[config.mk]
export PLATFORM = sky130hd
export DESIGN_NAME = rstr_irq_ctrl
export DESIGN_NICKNAME = d
export VERILOG_FILES = /design/src/rtl/rstr_irq_pkg.sv /design/src/rtl/rstr_cmp_regs.sv /design/src/rtl/rstr_match_det.sv /design/src/rtl/rstr_irq_status.sv /design/src/rtl/rstr_irq_ctrl.sv
export SDC_FILE = /design/constraint.sdc
export NUM_CORES = 1
export LEC_CHECK = 0
export ABC_AREA = 0
export BUFFER_PORTS_ARGS = -buffer_cell sky130_fd_sc_hd__buf_2
export CELL_PAD_IN_SITES_DETAIL_PLACEMENT = 1
export CELL_PAD_IN_SITES_GLOBAL_PLACEMENT = 2
export CORE_MARGIN = 10
export CORE_UTILIZATION = 25
export CTS_BUF_LIST = sky130_fd_sc_hd__clkbuf_2 sky130_fd_sc_hd__clkbuf_4 sky130_fd_sc_hd__clkbuf_8
export DETAILED_ROUTE_END_ITERATION = 12
export PLACE_DENSITY_LB_ADDON = 0.1
export SLEW_MARGIN = 20
export SYNTH_ARGS = -nofsm -noshare
export SYNTH_HDL_FRONTEND = slang
export SYNTH_SLANG_ARGS = --single-unit
[constraint.sdc]
create_clock -name clk -period 1.9 [get_ports clk]
set_input_delay 0.38 -clock clk [delete_from_list [all_inputs] [get_ports clk]]
set_output_delay 0.38 -clock clk [all_outputs]
set_load 0.02 [all_outputs]
[src/rtl/rstr_irq_pkg.sv]
package rstr_irq_pkg;
  localparam int LINE_W = 9;
  localparam int DATA_W = 8;
  localparam int ADDR_W = 6;

  // Register offsets; software depends on these positions.
  localparam logic [ADDR_W-1:0] OFS_CMP_HI = 6'h11;
  localparam logic [ADDR_W-1:0] OFS_CMP_LO = 6'h12;
  localparam logic [ADDR_W-1:0] OFS_STAT   = 6'h19;
  localparam logic [ADDR_W-1:0] OFS_ENA    = 6'h1A;

  // Field positions
  localparam int CMP_HI_BIT = 7;  // compare bit 8 inside offset 0x11
  localparam int RST_BIT    = 0;  // raster flag / enable bit
  localparam int SUM_BIT    = 7;  // pending summary bit in status
  localparam int PAD_W      = DATA_W - 2;
endpackage

[src/rtl/rstr_cmp_regs.sv]
module rstr_cmp_regs
  import rstr_irq_pkg::*;
(
  input  logic              clk,
  input  logic              rst_n,
  input  logic              wr_lo,
  input  logic              wr_hi,
  input  logic              wr_ena,
  input  logic [DATA_W-1:0] wdata,
  output logic [LINE_W-1:0] cmp_val,
  output logic              ena
);
  logic [DATA_W-1:0] lo_q, lo_d;
  logic              hi_q, hi_d;
  logic              ena_q, ena_d;

  always_comb begin
    lo_d  = lo_q;
    hi_d  = hi_q;
    ena_d = ena_q;
    if (wr_lo)  lo_d  = wdata;
    if (wr_hi)  hi_d  = wdata[CMP_HI_BIT];
    if (wr_ena) ena_d = wdata[RST_BIT];
  end

  always_ff @(posedge clk or negedge rst_n) begin
    if (!rst_n) begin
      lo_q  <= '0;
      hi_q  <= 1'b0;
      ena_q <= 1'b0;
    end else begin
      lo_q  <= lo_d;
      hi_q  <= hi_d;
      ena_q <= ena_d;
    end
  end

  assign cmp_val = {hi_q, lo_q};
  assign ena     = ena_q;
endmodule

[src/rtl/rstr_match_det.sv]
module rstr_match_det
  import rstr_irq_pkg::*;
(
  input  logic              clk,
  input  logic              rst_n,
  input  logic [LINE_W-1:0] line,
  input  logic [LINE_W-1:0] cmp_val,
  output logic              rise
);
  logic hit, hit_q;

  assign hit = (line == cmp_val);

  // Reset to "already matching" so release of reset never fakes an edge.
  always_ff @(posedge clk or negedge rst_n) begin
    if (!rst_n) hit_q <= 1'b1;
    else        hit_q <= hit;
  end

  assign rise = hit & ~hit_q;
endmodule

[src/rtl/rstr_irq_status.sv]
module rstr_irq_status (
  input  logic clk,
  input  logic rst_n,
  input  logic rise,
  input  logic clr_req,
  input  logic ena,
  output logic flag,
  output logic pend,
  output logic irq_n
);
  logic flag_q, flag_d;
  logic stage_q;
  logic irq_n_q;

  // A new event outranks a simultaneous acknowledge.
  always_comb begin
    flag_d = flag_q;
    if (clr_req) flag_d = 1'b0;
    if (rise)    flag_d = 1'b1;
  end

  assign pend = flag_q & ena;

  always_ff @(posedge clk or negedge rst_n) begin
    if (!rst_n) begin
      flag_q  <= 1'b0;
      stage_q <= 1'b0;
      irq_n_q <= 1'b1;
    end else begin
      flag_q  <= flag_d;
      stage_q <= pend;
      irq_n_q <= ~stage_q;
    end
  end

  assign flag  = flag_q;
  assign irq_n = irq_n_q;
endmodule

[src/rtl/rstr_irq_ctrl.sv]
module rstr_irq_ctrl
  import rstr_irq_pkg::*;
(
  input  logic              clk,
  input  logic              rst_n,
  input  logic [LINE_W-1:0] raster_line,
  input  logic [ADDR_W-1:0] reg_addr,
  input  logic              reg_wr,
  input  logic [DATA_W-1:0] reg_wdata,
  output logic [DATA_W-1:0] reg_rdata,
  output logic              irq_n
);
  logic              wr_lo, wr_hi, wr_ena, clr_req;
  logic [LINE_W-1:0] cmp_val;
  logic              ena, rise, flag, pend;

  assign wr_lo   = reg_wr && (reg_addr == OFS_CMP_LO);
  assign wr_hi   = reg_wr && (reg_addr == OFS_CMP_HI);
  assign wr_ena  = reg_wr && (reg_addr == OFS_ENA);
  assign clr_req = reg_wr && (reg_addr == OFS_STAT) && reg_wdata[RST_BIT];

  rstr_cmp_regs u_regs (
    .clk    (clk),
    .rst_n  (rst_n),
    .wr_lo  (wr_lo),
    .wr_hi  (wr_hi),
    .wr_ena (wr_ena),
    .wdata  (reg_wdata),
    .cmp_val(cmp_val),
    .ena    (ena)
  );

  rstr_match_det u_match (
    .clk    (clk),
    .rst_n  (rst_n),
    .line   (raster_line),
    .cmp_val(cmp_val),
    .rise   (rise)
  );

  rstr_irq_status u_stat (
    .clk    (clk),
    .rst_n  (rst_n),
    .rise   (rise),
    .clr_req(clr_req),
    .ena    (ena),
    .flag   (flag),
    .pend   (pend),
    .irq_n  (irq_n)
  );

  always_comb begin
    case (reg_addr)
      OFS_CMP_HI: reg_rdata = {cmp_val[LINE_W-1], {(DATA_W-1){1'b0}}};
      OFS_CMP_LO: reg_rdata = cmp_val[DATA_W-1:0];
      OFS_STAT:   reg_rdata = {pend, {PAD_W{1'b1}}, flag};
      OFS_ENA:    reg_rdata = {{(DATA_W-1){1'b1}}, ena};
      default:    reg_rdata = {DATA_W{1'b1}};
    endcase
  end
endmodule

Word level (Yosys, flattened, before mapping)
Cells that the tools add are included.
- bits in registers: 14
- input port bits: 26
- output and inout port bits: 9
- word-level logic and storage cells: 25
- eq/ne operators: 5
- muxes and demuxes: 3
- bitwise logic cells: 4
- reduce and logical (&&, ||, !) cells: 6
- operator list (operator ; number):
    $pmux 8 s4 ; 1
    $eq 6x5->1 const B ; 4
    $eq 9x9->1 ; 1
    $logic_and 1x1->1 ; 5
    $and 1x1->1 ; 2
    $mux 1 ; 2
    $not 1->1 ; 2
    $reduce_bool 2->1 ; 1

Longest topological paths before layout
Gate-level depths: netlist (run 1).
- depth in word-level cells: 5
- depth in mapped cells: 6
- depth with buffers taken out: 4

Cells and area by module
Synthesis (run 1) repeated with hierarchy kept, for this count alone.
- cell total of the unflattened synthesis: 78
- area, all modules: 847.1 um^2
- by module, submodules not included (module ; times used ; cells an instance ; area each (um^2) ; seq. area each (um^2)):
    rstr_cmp_regs ; 1 ; 22 ; 411.6 ; 250.2
    rstr_irq_ctrl ; 1 ; 34 ; 200.2 ; 0.0
    rstr_match_det ; 1 ; 15 ; 137.6 ; 26.3
    rstr_irq_status ; 1 ; 7 ; 97.6 ; 76.3

Least setup slack after synthesis (run 1)
OpenSTA, ideal clock, no wires.
- kind: in2reg
- start: input port reg_addr[2]
- end: register u_regs.lo_q[0]
- library setup time: 125 ps
- arrival time: 1870 ps
- data required time: 1775 ps
- slack: -95 ps
- cell stages on the path: 6
- buffers on the path: 2
- path through: or3b_1 > or3_1 > buf_2 > or2_1 > buf_6 > mux2_4
- longest elaborated chain between the ends: 2
- RTL lines (what ; line ; RTL):
    start, declared ; rstr_irq_ctrl.sv:7 ; input logic [ADDR_W-1:0] reg_addr,
    $eq 6x5->1 ; rstr_irq_ctrl.sv:17 ; assign wr_lo = reg_wr && (reg_addr == OFS_CMP_LO);
    $logic_and 1x1->1 ; rstr_irq_ctrl.sv:17 ;
    end signal, assigned ; rstr_cmp_regs.sv:32 ; lo_q <= lo_d;
    end, declared ; rstr_cmp_regs.sv:13 ; logic [DATA_W-1:0] lo_q, lo_d;
No other way between the ends.
A chain may end at the register's enable or synchronous reset.

Final worst setup path (run 1)
- start: input port reg_addr[2]
- end: output port reg_rdata[3]
- longest elaborated chain between the ends: 2
- elaborated cells between the ends (all ways): 5
- those cells by class: 4 x eq/ne; 1 x mux
- RTL lines (what ; line ; RTL):
    $eq 6x5->1 ; rstr_irq_ctrl.sv:53 ; case (reg_addr)
    $pmux 8 s4 * ; rstr_irq_ctrl.sv:53 ;
    end, declared ; rstr_irq_ctrl.sv:10 ; output logic [DATA_W-1:0] reg_rdata,
Mark *: on every way between the ends. The rest lies on a longest branch, timed or not.

==> impl_summary.log, run 1 <==
[metrics] overall routed net length: 2.24 mm
[metrics] startpoint of the tightest hold check path: reg_wdata[2]
[metrics] ys flop type: sky130_fd_sc_hd__dfrtp_1
[metrics] Synth Register Bits: 14
[metrics] WL per Instance: 14.1 microns
[metrics] relative max-transition margin: 72.6%
[metrics] Placement Setup Slack: -222 ps
[metrics] net switching fraction of the power: 26.1%
[metrics] floorplan die area: 5850 sq um
[metrics] number of antenna repair diodes: 0
[metrics] startpoint of the most critical setup path: reg_addr[2]
[metrics] total grt overflow: 0
[metrics] share of total power in combinational logic: 23.0%
[metrics] part of the cycle the worst path needs: 109%
[metrics] Site Rows: 20
[metrics] number of library cell types mapped by synthesis: 27
[metrics] worst min-delay path category: input pin to flip-flop
[metrics] Gate Count Post-Synth: 69
[metrics] register clock-pin slew on the reported worst setup and hold paths: 90 ps
[metrics] per-cell via count in the routed design: 4.36
[metrics] Endpoint, Worst Hold: u_regs.lo_q[2]
[metrics] Int Pwr: 0.000560 W
[metrics] critical register-to-register path endpoint: u_stat.flag
[metrics] Mean Syn Cell Area: 11.6 sq um
[metrics] outcome: finished, violations left
[metrics] Total Routing Usage GR: 8.06%
[metrics] shortest clock period the worst path allows after layout: 2080 ps
[metrics] final core occ: 39.5%
[metrics] CTS Buffer Depth: 2
[metrics] number of hold violations in the final report: 0
[metrics] failing checks: negative setup slack
[metrics] count of routing violations after the opening detailed-route iteration: 10
[metrics] DIE WIDTH: 76.5 microns
[metrics] number of primary I/O pins: 35
[metrics] Crit Path Class: input pin to primary output
[metrics] netlist area before placement: 797 sq um
[metrics] Core Area: 3050 sq um
[metrics] number of detailed-routing iterations run before antenna repair: 2
[metrics] max-capacitance violation count: 0
[metrics] peak ir drop on the vdd network: 275 uV
[metrics] setup TNS: -966 ps
[metrics] maximum net fanout on the critical path: 4
[metrics] vias after detailed routing: 694
[metrics] half-perimeter wire length after placement: 1.85 mm
[metrics] Data arrival, critical path: 1700 ps
[metrics] warnings from Yosys: 0
[metrics] clock sinks: 14
[metrics] IO Port Bufs: 34
[metrics] maximum achievable frequency: 0.481 GHz
[metrics] Worst Reg2Reg Path Length in Cells: 4
[metrics] TritonCTS clock tree: done
[metrics] number of remaining DRC errors: 0
[metrics] synthesis-to-finish area growth: 51.2%
[metrics] clock network fraction of design power: 29.2%
[metrics] Final WS setup: -178 ps
[metrics] top cell type's share of synthesized area: 37.7%
[metrics] worst hold path depth: 2
[metrics] net switching power figure: 0.000198 W
[metrics] vias in the first global route: 807
[metrics] sequential group share of total power: 47.8%
[metrics] unrepaired setup endpoints after global routing: true
[metrics] Fill cells: 363
[metrics] number of routed nets with antenna violations: 0
[metrics] height of the die: 76.5 microns
[metrics] count of pins over their slew limit: 0
[metrics] clock insertion delay at the later pin of the skew report: 290 ps
[metrics] Commonest cells post-synth: sky130_fd_sc_hd__dfrtp_1, sky130_fd_sc_hd__mux2_4, sky130_fd_sc_hd__o21a_1, sky130_fd_sc_hd__xnor2_1, sky130_fd_sc_hd__xor2_1
[metrics] initial core utilization: 26.1%
[metrics] antenna violations before repair: 0
[metrics] number of CTS-inserted buffers: 3
[metrics] pin count of the biggest net entering global routing: 15
[metrics] layout net count: 142
[metrics] deepest level of the CTS H-tree: 1
[metrics] RD Place Congestion: 0.654
[metrics] async set-or-reset flop fraction in the synthesized netlist: 100%
[metrics] origin of the critical flop-to-flop path: u_regs.lo_q[6]
[metrics] sequential element share of the synthesized area: 44.3%
[metrics] most frequently used cell type in the post-synthesis netlist: sky130_fd_sc_hd__dfrtp_1
[metrics] total leakage power: 0.582 nW
[metrics] top cells by area in the synthesized netlist: sky130_fd_sc_hd__dfrtp_1, sky130_fd_sc_hd__mux2_4, sky130_fd_sc_hd__dfstp_2
[metrics] Max Clock Skew: 9.98 ps
[metrics] number of endpoints failing setup at the final stage: 6
[metrics] pwr/cell area: 629 nW/um^2
[metrics] CP startpoint kind: input pin
[metrics] number of enable-type register cells in the synthesized netlist: 0
[metrics] required time of the worst setup path: 1520 ps
[metrics] Critical Path Sink Type: primary output
[metrics] CTS root buffer: sky130_fd_sc_hd__clkbuf_4
[metrics] share of layout cells above drive strength 1: 55.7%
[metrics] largest area contributor in the synthesized netlist: sky130_fd_sc_hd__dfrtp_1
[metrics] Synthesized Nets: 95
[metrics] global-route wire length before repair: 3.82 mm
[metrics] Worst Tran Pin Value: 410 ps
[metrics] worst setup slack for register-to-register paths: 550 ps
worst max-delay path, stage by stage:
cell                     delay (ps)
sky130_fd_sc_hd__buf_6           90
sky130_fd_sc_hd__or3b_4         380
sky130_fd_sc_hd__or3_4          390
sky130_fd_sc_hd__buf_6          140
sky130_fd_sc_hd__o21a_1         190
sky130_fd_sc_hd__buf_6          130
timing repair:
item,in CTS,in global routing
resized for setup,16,6
endpoints found under the setup margin,6,7
pin swaps,1,1
buffers inserted,0,3
hold buffers,1,0
hold endpoints to repair,12,0
per-stage QoR:
stage | instance area (sq um) | hold WS (ps) | instances | power (W)
6_report | 1200 | 313 | 159 | 0.000758
4_1_cts | 1160 | 299 | 156 | 0.000756
2_1_floorplan | 797 | 84.4 | 69 | 0.000455
3_3_place_gp | 1050 | 301 | 151 | 0.000519
5_1_grt | 1200 | 298 | 159 | 0.000810
3_5_place_dp | 1050 | 300 | 151 | 0.000522
registers in the layout (all words and copies together), names as in the netlist:
name,cells
u_regs.lo_q,8
u_match.hit_q,1
u_regs.ena,1
u_regs.hi_q,1
u_stat.flag,1
u_stat.irq_n,1
u_stat.stage_q,1
placed cells by master, fill, tap and decap left out, drive strengths merged:
cell         instances
dlygate4sd3          1
o21ai                2
o31ai                3
or3                  2
or3b                 1
nor3b                1
o32ai                1
nand3                3
buf                 44
and2                 1
or2                  1
a21oi                1
mux2                10
xor2                 4
nand2                1
nand2b               2
dfstp                2
nor2b                1
inv                  3
a211oi               1
clkbuf               4
nor4                 1
xnor2                5
dfrtp               12
nor2                 2
o21a                 6
final cells by class:
class                   instances  area (sq um)  area share [%]
flip-flops and latches         14           353            29.3
well taps                      44          55.1            4.57
multi-input cells              49           430            35.7
repair buffers                 45           319            26.5
clock buffers                   4          36.3            3.01
inverters                       3          11.3           0.935
power by group through the flow:
stage | Clock, W | Sequential [W] | Combinational, W
finish | 0.000221 | 0.000363 | 0.000174
global route | 0.000248 | 0.000368 | 0.000194
CTS | 0.000232 | 0.000364 | 0.000159
detailed placement | 0 | 0.000370 | 0.000152
global placement | 0 | 0.000369 | 0.000151
floorplan | 0 | 0.000362 | 0.0000935
kinds of logic (layout without fill, tap and decap cells):
| logic type | after synthesis | count (layout) | share of synthesized area [%] |
|---|---|---|---|
| simple gates | 16 | 16 | 11.6 |
| compound gates | 14 | 14 | 12.4 |
| flops | 14 | 14 | 44.3 |
| mux | 10 | 10 | 17.9 |
| xor+xnor | 9 | 9 | 9.89 |
| buf+inv | 6 | 52 | 3.92 |
metal layers:
layer	track usage (%)	share of wire [%]	wire length (microns)
met5	0	0	0
met4	2.23	0.58	13
met3	4.36	6.8	152
met2	13.4	49	1100
met1	8.62	44	977
worst max path at each step:
stage / to / depth (start not counted)
after CTS: reg_rdata[3] / 6
final: reg_rdata[3] / 6
after floorplan: u_regs.lo_q[0] / 6
after detailed placement: reg_rdata[4] / 6
after global routing: reg_rdata[3] / 6
after global placement: reg_rdata[3] / 6
(Power assumes the default switching activity.)
==> run 2: changes to the inputs <==
Settings changed: PLACE_DENSITY set to 0.67, PLACE_DENSITY_LB_ADDON 0.1 to unset, SKIP_LAST_GASP set to 1.
==> run 2 against run 1 <==
  * The run still ends with negative setup slack left
  * Core utilization shrank 1.2 points
  * Largest power group unchanged
  * Cell area shrank 3.0%
  * Fmax grew 2.9%
  * Sequential share of layout area grew 0.91 points
  * Critical path type unchanged
==> impl_summary.log, run 2 (synthesis results as in run 1) <==
[metrics] worst setup slack for register-to-register paths: 580 ps (+30 ps)
[metrics] startpoint of the most critical setup path: reg_addr[5]
[metrics] Max Clock Skew: 1.37 ps (-8.60 ps)
[metrics] maximum net fanout on the critical path: 7 (+3)
[metrics] CTS Buffer Depth: 2 (unchanged)
[metrics] vias after detailed routing: 670 (-3.5%)
[metrics] number of CTS-inserted buffers: 3 (unchanged)
[metrics] outcome: finished, violations left
[metrics] cell total after placement: 149 (-1.3%)
[metrics] register with the highest flop count: u_regs.lo_q
[metrics] startpoint of the tightest hold check path: reg_wdata[4]
[metrics] count of pins over their slew limit: 0 (unchanged)
[metrics] RD Place Congestion: 0.670 (+2.4%)
[metrics] DIE WIDTH: 76.5 microns (unchanged)
[metrics] WL per Instance: 14.7 microns (+4.6%)
[metrics] flip-flop count of the largest register after layout: 8 (unchanged)
[metrics] Final WS setup: -119 ps (+58.9 ps)
[metrics] Site Rows: 20 (unchanged)
[metrics] Critical Path Sink Type: primary output
[metrics] Power, Total: 0.000699 W (-7.8%)
[metrics] height of the die: 76.5 microns (unchanged)
[metrics] origin of the critical flop-to-flop path: u_regs.lo_q[6]
[metrics] IO Port Bufs: 34 (unchanged)
[metrics] worst hold path depth: 2 (unchanged)
[metrics] relative max-transition margin: 73.5% (+0.95 points)
[metrics] number of endpoints failing setup at the final stage: 6 (unchanged)
[metrics] share of layout cells above drive strength 1: 54.5% (-1.1 points)
[metrics] number of routed nets with antenna violations: 0 (unchanged)
[metrics] Core Area: 3050 sq um (unchanged)
[metrics] commonest non-fill, non-tap cells in the layout: sky130_fd_sc_hd__buf_2, sky130_fd_sc_hd__dfrtp_1, sky130_fd_sc_hd__mux2_4
[metrics] layout net count: 138 (-2.8%)
[metrics] pin count of the biggest net entering global routing: 15 (unchanged)
[metrics] Worst Tran Pin Value: 396 ps (-14.2 ps)
[metrics] Crit Path Class: input pin to primary output
[metrics] TritonCTS clock tree: done
[metrics] floorplan die area: 5850 sq um (unchanged)
[metrics] Placement Setup Slack: -235 ps (-13.2 ps)
[metrics] deepest level of the CTS H-tree: 1 (unchanged)
[metrics] required time of the worst setup path: 1520 ps (about the same)
[metrics] final cell count without fillers: 154 (-3.1%)
[metrics] clock sinks: 14 (unchanged)
[metrics] maximum achievable frequency: 0.495 GHz (+2.9%)
[metrics] critical register-to-register path endpoint: u_stat.flag
[metrics] delay of the slowest cell on the worst path: 440 ps (+50 ps)
[metrics] Endpoint, Worst Hold: u_regs.lo_q[4]
[metrics] half-perimeter wire length after placement: 1.78 mm (-4.0%)
[metrics] count of routing violations after the opening detailed-route iteration: 35 (+25)
[metrics] Data arrival, critical path: 1640 ps (-60 ps)
[metrics] vias in the first global route: 789 (-2.2%)
[metrics] total grt overflow: 0 (unchanged)
[metrics] cell-by-cell listing of the critical path: buf_6 -> or3b_4 -> or3_4 -> o21a_1 -> buf_2
[metrics] pwr/cell area: 598 nW/um^2 (-5.0%)
[metrics] combined flip-flop and latch cell area: 353 sq um (unchanged)
[metrics] category of cells accounting for the largest share of critical-path delay: simple AND/OR/NAND/NOR gates
[metrics] cell at the slowest stage of the critical path: sky130_fd_sc_hd__or3_4
[metrics] Fill cells: 363 (unchanged)
[metrics] synthesis-to-finish area growth: 46.6%
[metrics] unrepaired setup endpoints after global routing: true
[metrics] area of the multi-input gates: 439 sq um (+2.0%)
[metrics] number of primary I/O pins: 35 (unchanged)
[metrics] shortest clock period the worst path allows after layout: 2020 ps (-58.9 ps)
[metrics] per-cell via count in the routed design: 4.35 (-0.32%)
[metrics] number of hold violations in the final report: 0 (unchanged)
[metrics] number of remaining DRC errors: 0 (unchanged)
[metrics] Total Routing Usage GR: 7.98% (-0.076 points)
[metrics] number of detailed-routing iterations run before antenna repair: 4 (+2)
[metrics] CP startpoint kind: input pin
[metrics] peak ir drop on the vdd network: 300 uV (+8.9%)
[metrics] global-route wire length before repair: 3.85 mm (+0.92%)
[metrics] failing checks: negative setup slack
[metrics] Worst Reg2Reg Path Length in Cells: 4 (unchanged)
[metrics] max-capacitance violation count: 0 (unchanged)
[metrics] CTS root buffer: sky130_fd_sc_hd__clkbuf_4
[metrics] number of antenna repair diodes: 0 (unchanged)
[metrics] leading cell type in the layout, fill and taps excluded: sky130_fd_sc_hd__buf_2
[metrics] worst min-delay path category: input pin to flip-flop
[metrics] part of the cycle the worst path needs: 106% (-3.1 points)
[metrics] clock insertion delay at the later pin of the skew report: 270 ps (-20 ps)
[metrics] combined buffer and inverter count along the critical path: 2 (-1)
[metrics] register clock-pin slew on the reported worst setup and hold paths: 80 ps (about the same)
[metrics] initial core utilization: 26.1% (unchanged)
[metrics] antenna violations before repair: 0 (unchanged)
[metrics] overall routed net length: 2.27 mm (+1.3%)
[metrics] total leakage power: 0.560 nW (-3.7%)
==> run 2: cell count changes in the layout (fill, tap and decap cells not counted) <==
cell                       delta
sky130_fd_sc_hd__buf_2        +1
sky130_fd_sc_hd__mux2_4       +1
sky130_fd_sc_hd__or3_4        +1
sky130_fd_sc_hd__buf_12       +1
sky130_fd_sc_hd__or3_1        -1
sky130_fd_sc_hd__buf_6        -3
sky130_fd_sc_hd__clkbuf_8     -1
sky130_fd_sc_hd__buf_4        -3
sky130_fd_sc_hd__mux2_2       -1
==> run 2: worst max-delay path by stage <==
stage,slack (ps),end,cells after the start
6_report,-120,reg_rdata[3],5
5_1_grt,-140,reg_rdata[3],5
4_1_cts,-140,reg_rdata[5],5
3_3_place_gp,-200,reg_rdata[5],6
3_5_place_dp,-230,reg_rdata[5],6
2_1_floorplan,-90,u_regs.lo_q[0],6
==> run 2: power by group <==
part | total, W | switching, W | internal, W | leakage (nW)
logic | 0.000170 | 0.0000625 | 0.000108 | 0.365
registers | 0.000365 | 0.0000324 | 0.000332 | 0.181
clock network | 0.000164 | 0.0000903 | 0.0000734 | 0.0138
total | 0.000699 | 0.000185 | 0.000514 | 0.560
==> run 2: area by class of cell <==
type | count | share of cell area, %
Multi-Input combinational cell | 49 | 37.6
Tap cell | 44 | 4.71
Clock buffer | 3 | 1.93
Timing Repair Buffer | 41 | 24.6
Inverter | 3 | 0.964
Sequential cell | 14 | 30.2
==> run 2: repair_timing <==
action / in CTS / in global routing
pin swaps: 6 / 6
hold buffers: 1 / 0
gates resized for setup: 12 / 8
hold endpoints to repair: 12 / 0
buffers inserted: 1 / 1
setup endpoints to repair: 6 / 7
==> run 2: per-stage QoR <==
step | instance area, sq um | hold WS [ps] | util [%] | setup TNS (ps)
2_1_floorplan | 797 | 84.4 | - | -758
3_3_place_gp | 1050 | 296 | 34.5 | -2470
3_5_place_dp | 1050 | 299 | 34.5 | -3000
4_1_cts | 1130 | 320 | 37.0 | -828
5_1_grt | 1170 | 327 | 38.3 | -801
6_report | 1170 | 333 | 38.3 | -662
==> run 2: per-layer routing <==
| layer | wire, microns | vias up | GRT usage [%] |
|---|---|---|---|
| met2 | 1170 | 16 | 13.5 |
| met1 | 977 | 326 | 8.94 |
| met4 | 31 | 0 | 3.35 |
| met5 | 0 | - | 0 |
| met3 | 88 | 2 | 2.59 |
| li1 | - | 326 | - |
==> run 3: changes to the inputs <==
Settings changed: SETUP_SLACK_MARGIN set to 0.2, TNS_END_PERCENT set to 10.
==> run 3 against run 2 <==
  * The flow still finishes with violations (negative setup slack)
  * Combinational power down 6%
  * First-iteration DRC count down 29%
  * Power down 1.9%
  * Non-clock buffer count unchanged
  * Register-to-register slack worse by 20 ps
  * Count of clock-buffer cells in the layout unchanged
  * Largest cell class unchanged
  * Critical path depth up 1
  * Global-route usage about the same
  * Sequential power about the same
  * Sequential cell count unchanged
  * Routed wire length down 2.2%
==> impl_summary.log, run 3 (synthesis results as in run 1) <==
[metrics] worst setup slack for register-to-register paths: 560 ps (-20 ps)
[metrics] Endpoint, Worst Hold: u_regs.lo_q[4]
[metrics] peak ir drop on the vdd network: 291 uV (-3.0%)
[metrics] WL per Instance: 14.4 microns (-2.2%)
[metrics] CTS root buffer: sky130_fd_sc_hd__clkbuf_4
[metrics] vias in the first global route: 790 (+0.13%)
[metrics] origin of the critical flop-to-flop path: u_regs.lo_q[6]
[metrics] number of hold violations in the final report: 0 (unchanged)
[metrics] cell-by-cell listing of the critical path: buf_6 -> or3b_4 -> or3_4 -> buf_6 -> o21a_1 -> buf_6
[metrics] cell total after placement: 149 (unchanged)
[metrics] RD Place Congestion: 0.670 (unchanged)
[metrics] part of the cycle the worst path needs: 110% (+3.4 points)
[metrics] number of primary I/O pins: 35 (unchanged)
[metrics] IO Port Bufs: 34 (unchanged)
[metrics] Worst Reg2Reg Path Length in Cells: 4 (unchanged)
[metrics] CTS Buffer Depth: 2 (unchanged)
[metrics] total grt overflow: 0 (unchanged)
[metrics] Final WS setup: -183 ps (-64.0 ps)
[metrics] count of routing violations after the opening detailed-route iteration: 25 (-29%)
[metrics] max-capacitance violation count: 0 (unchanged)
[metrics] number of detailed-routing iterations run before antenna repair: 4 (unchanged)
[metrics] pwr/cell area: 598 nW/um^2 (about the same)
[metrics] worst hold path depth: 2 (unchanged)
[metrics] failing checks: negative setup slack
[metrics] half-perimeter wire length after placement: 1.78 mm (unchanged)
[metrics] Max Clock Skew: 0.359 ps (-1.01 ps)
[metrics] global-route wire length before repair: 3.88 mm (+0.70%)
[metrics] maximum achievable frequency: 0.480 GHz (-3.1%)
[metrics] clock insertion delay at the later pin of the skew report: 270 ps (about the same)
[metrics] number of remaining DRC errors: 0 (unchanged)
[metrics] deepest level of the CTS H-tree: 1 (unchanged)
[metrics] cell at the slowest stage of the critical path: sky130_fd_sc_hd__or3b_4
[metrics] total leakage power: 0.551 nW (-1.7%)
[metrics] overall routed net length: 2.22 mm (-2.2%)
[metrics] relative max-transition margin: 73.8% (+0.31 points)
[metrics] delay of the slowest cell on the worst path: 390 ps (-50 ps)
[metrics] shortest clock period the worst path allows after layout: 2080 ps (+64.0 ps)
[metrics] worst min-delay path category: input pin to flip-flop
[metrics] Critical Path Sink Type: primary output
[metrics] initial core utilization: 26.1% (unchanged)
[metrics] number of endpoints failing setup at the final stage: 6 (unchanged)
[metrics] register with the highest flop count: u_regs.lo_q
[metrics] Core Area: 3050 sq um (unchanged)
[metrics] Crit Path Class: input pin to primary output
[metrics] layout net count: 138 (unchanged)
[metrics] Data arrival, critical path: 1700 ps (+60 ps)
[metrics] Total Routing Usage GR: 8.03% (+0.048 points)
[metrics] antenna violations before repair: 0 (unchanged)
[metrics] Worst Tran Pin Value: 391 ps (-4.62 ps)
[metrics] CP startpoint kind: input pin
[metrics] final cell count without fillers: 154 (unchanged)
[metrics] outcome: finished, violations left
[metrics] flip-flop count of the largest register after layout: 8 (unchanged)
[metrics] number of CTS-inserted buffers: 3 (unchanged)
[metrics] Site Rows: 20 (unchanged)
[metrics] TritonCTS clock tree: done
[metrics] commonest non-fill, non-tap cells in the layout: sky130_fd_sc_hd__buf_2, sky130_fd_sc_hd__dfrtp_1, sky130_fd_sc_hd__mux2_4, sky130_fd_sc_hd__buf_6, sky130_fd_sc_hd__o21a_1
[metrics] Crit path top cell by count: sky130_fd_sc_hd__buf_6
[metrics] leading cell type in the layout, fill and taps excluded: sky130_fd_sc_hd__buf_2
[metrics] pin count of the biggest net entering global routing: 15 (unchanged)
[metrics] DIE WIDTH: 76.5 microns (unchanged)
[metrics] clock sinks: 14 (unchanged)
[metrics] share of layout cells above drive strength 1: 51.8% (-2.7 points)
[metrics] count of pins over their slew limit: 0 (unchanged)
[metrics] unrepaired setup endpoints after global routing: true
[metrics] maximum net fanout on the critical path: 6 (-1)
[metrics] critical register-to-register path endpoint: u_stat.flag
[metrics] vias after detailed routing: 669 (-0.15%)
[metrics] number of routed nets with antenna violations: 0 (unchanged)
[metrics] register clock-pin slew on the reported worst setup and hold paths: 80 ps (about the same)
[metrics] final core occ: 37.6% (-0.70 points)
[metrics] startpoint of the tightest hold check path: reg_wdata[4]
[metrics] synthesis-to-finish area growth: 44.0%
[metrics] number of antenna repair diodes: 0 (unchanged)
[metrics] required time of the worst setup path: 1520 ps (about the same)
[metrics] height of the die: 76.5 microns (unchanged)
[metrics] per-cell via count in the routed design: 4.34 (-0.15%)
[metrics] floorplan die area: 5850 sq um (unchanged)
==> run 3: cell counts in the layout (fill, tap and decap cells not counted) <==
Identical to the previous run, type by type.
==> run 3: repair_timing <==
| action | 4_1_cts | 5_1_grt |
|---|---|---|
| setup buffers | 1 | 0 |
| hold buffers | 1 | 0 |
| pin swaps | 3 | 2 |
| resized for setup | 16 | 0 |
| endpoints found under the setup margin | 15 | 17 |
| endpoints found under the hold margin | 12 | 0 |
==> run 3: metrics by stage <==
stage	hold slack (ps)	worst slack, ps	total power (W)	instance area, sq um	TNS (ps)
3_3_place_gp	296	-200	0.000518	1050	-2470
5_1_grt	327	-207	0.000735	1150	-1270
4_1_cts	320	-207	0.000701	1150	-1150
3_5_place_dp	299	-235	0.000522	1050	-3000
2_1_floorplan	84.4	-94.7	0.000455	797	-758
6_report	334	-183	0.000686	1150	-1050
==> run 3: worst max-delay path: cells and delay by family <==
kind / cells / cell delay (ps)
AND/OR/NAND/NOR: 2 / 780
buffers and inverters: 3 / 360
AO/OA/AOI/OAI: 1 / 180
==> run 3: cell type report <==
type | instances | area (sq um)
fill | 366 | 1910
multi-input combinational | 49 | 420
sequential | 14 | 353
timing repair buffer | 41 | 285
tap | 44 | 55.1
clock buffer | 3 | 22.5
inverter | 3 | 11.3
==> run 3: worst max-delay path by stage <==
stage,start,depth (start not counted),to,slack (ps)
global placement,reg_addr[2],6,reg_rdata[5],-200
global route,reg_addr[2],6,reg_rdata[6],-210
finish,reg_addr[5],6,reg_rdata[5],-180
CTS,reg_addr[5],6,reg_rdata[5],-210
detailed placement,reg_addr[2],6,reg_rdata[5],-230
floorplan,reg_addr[2],6,u_regs.lo_q[0],-90
==> run 3: report_power, final <==
group	switching, W	total [W]	internal, W	leakage (nW)
combinational	0.0000598	0.000159	0.0000989	0.356
sequential	0.0000319	0.000364	0.000332	0.181
clock	0.0000892	0.000163	0.0000734	0.0138
total	0.000181	0.000686	0.000505	0.551
==> run 3: metal layers <==
| layer | track usage, % | vias up | wire length [microns] |
|---|---|---|---|
| met3 | 2.59 | 2 | 85 |
| li1 | - | 324 | - |
| met2 | 13.5 | 16 | 1140 |
| met4 | 3.35 | 0 | 29 |
| met1 | 9.08 | 327 | 959 |
| met5 | 0 | - | 0 |
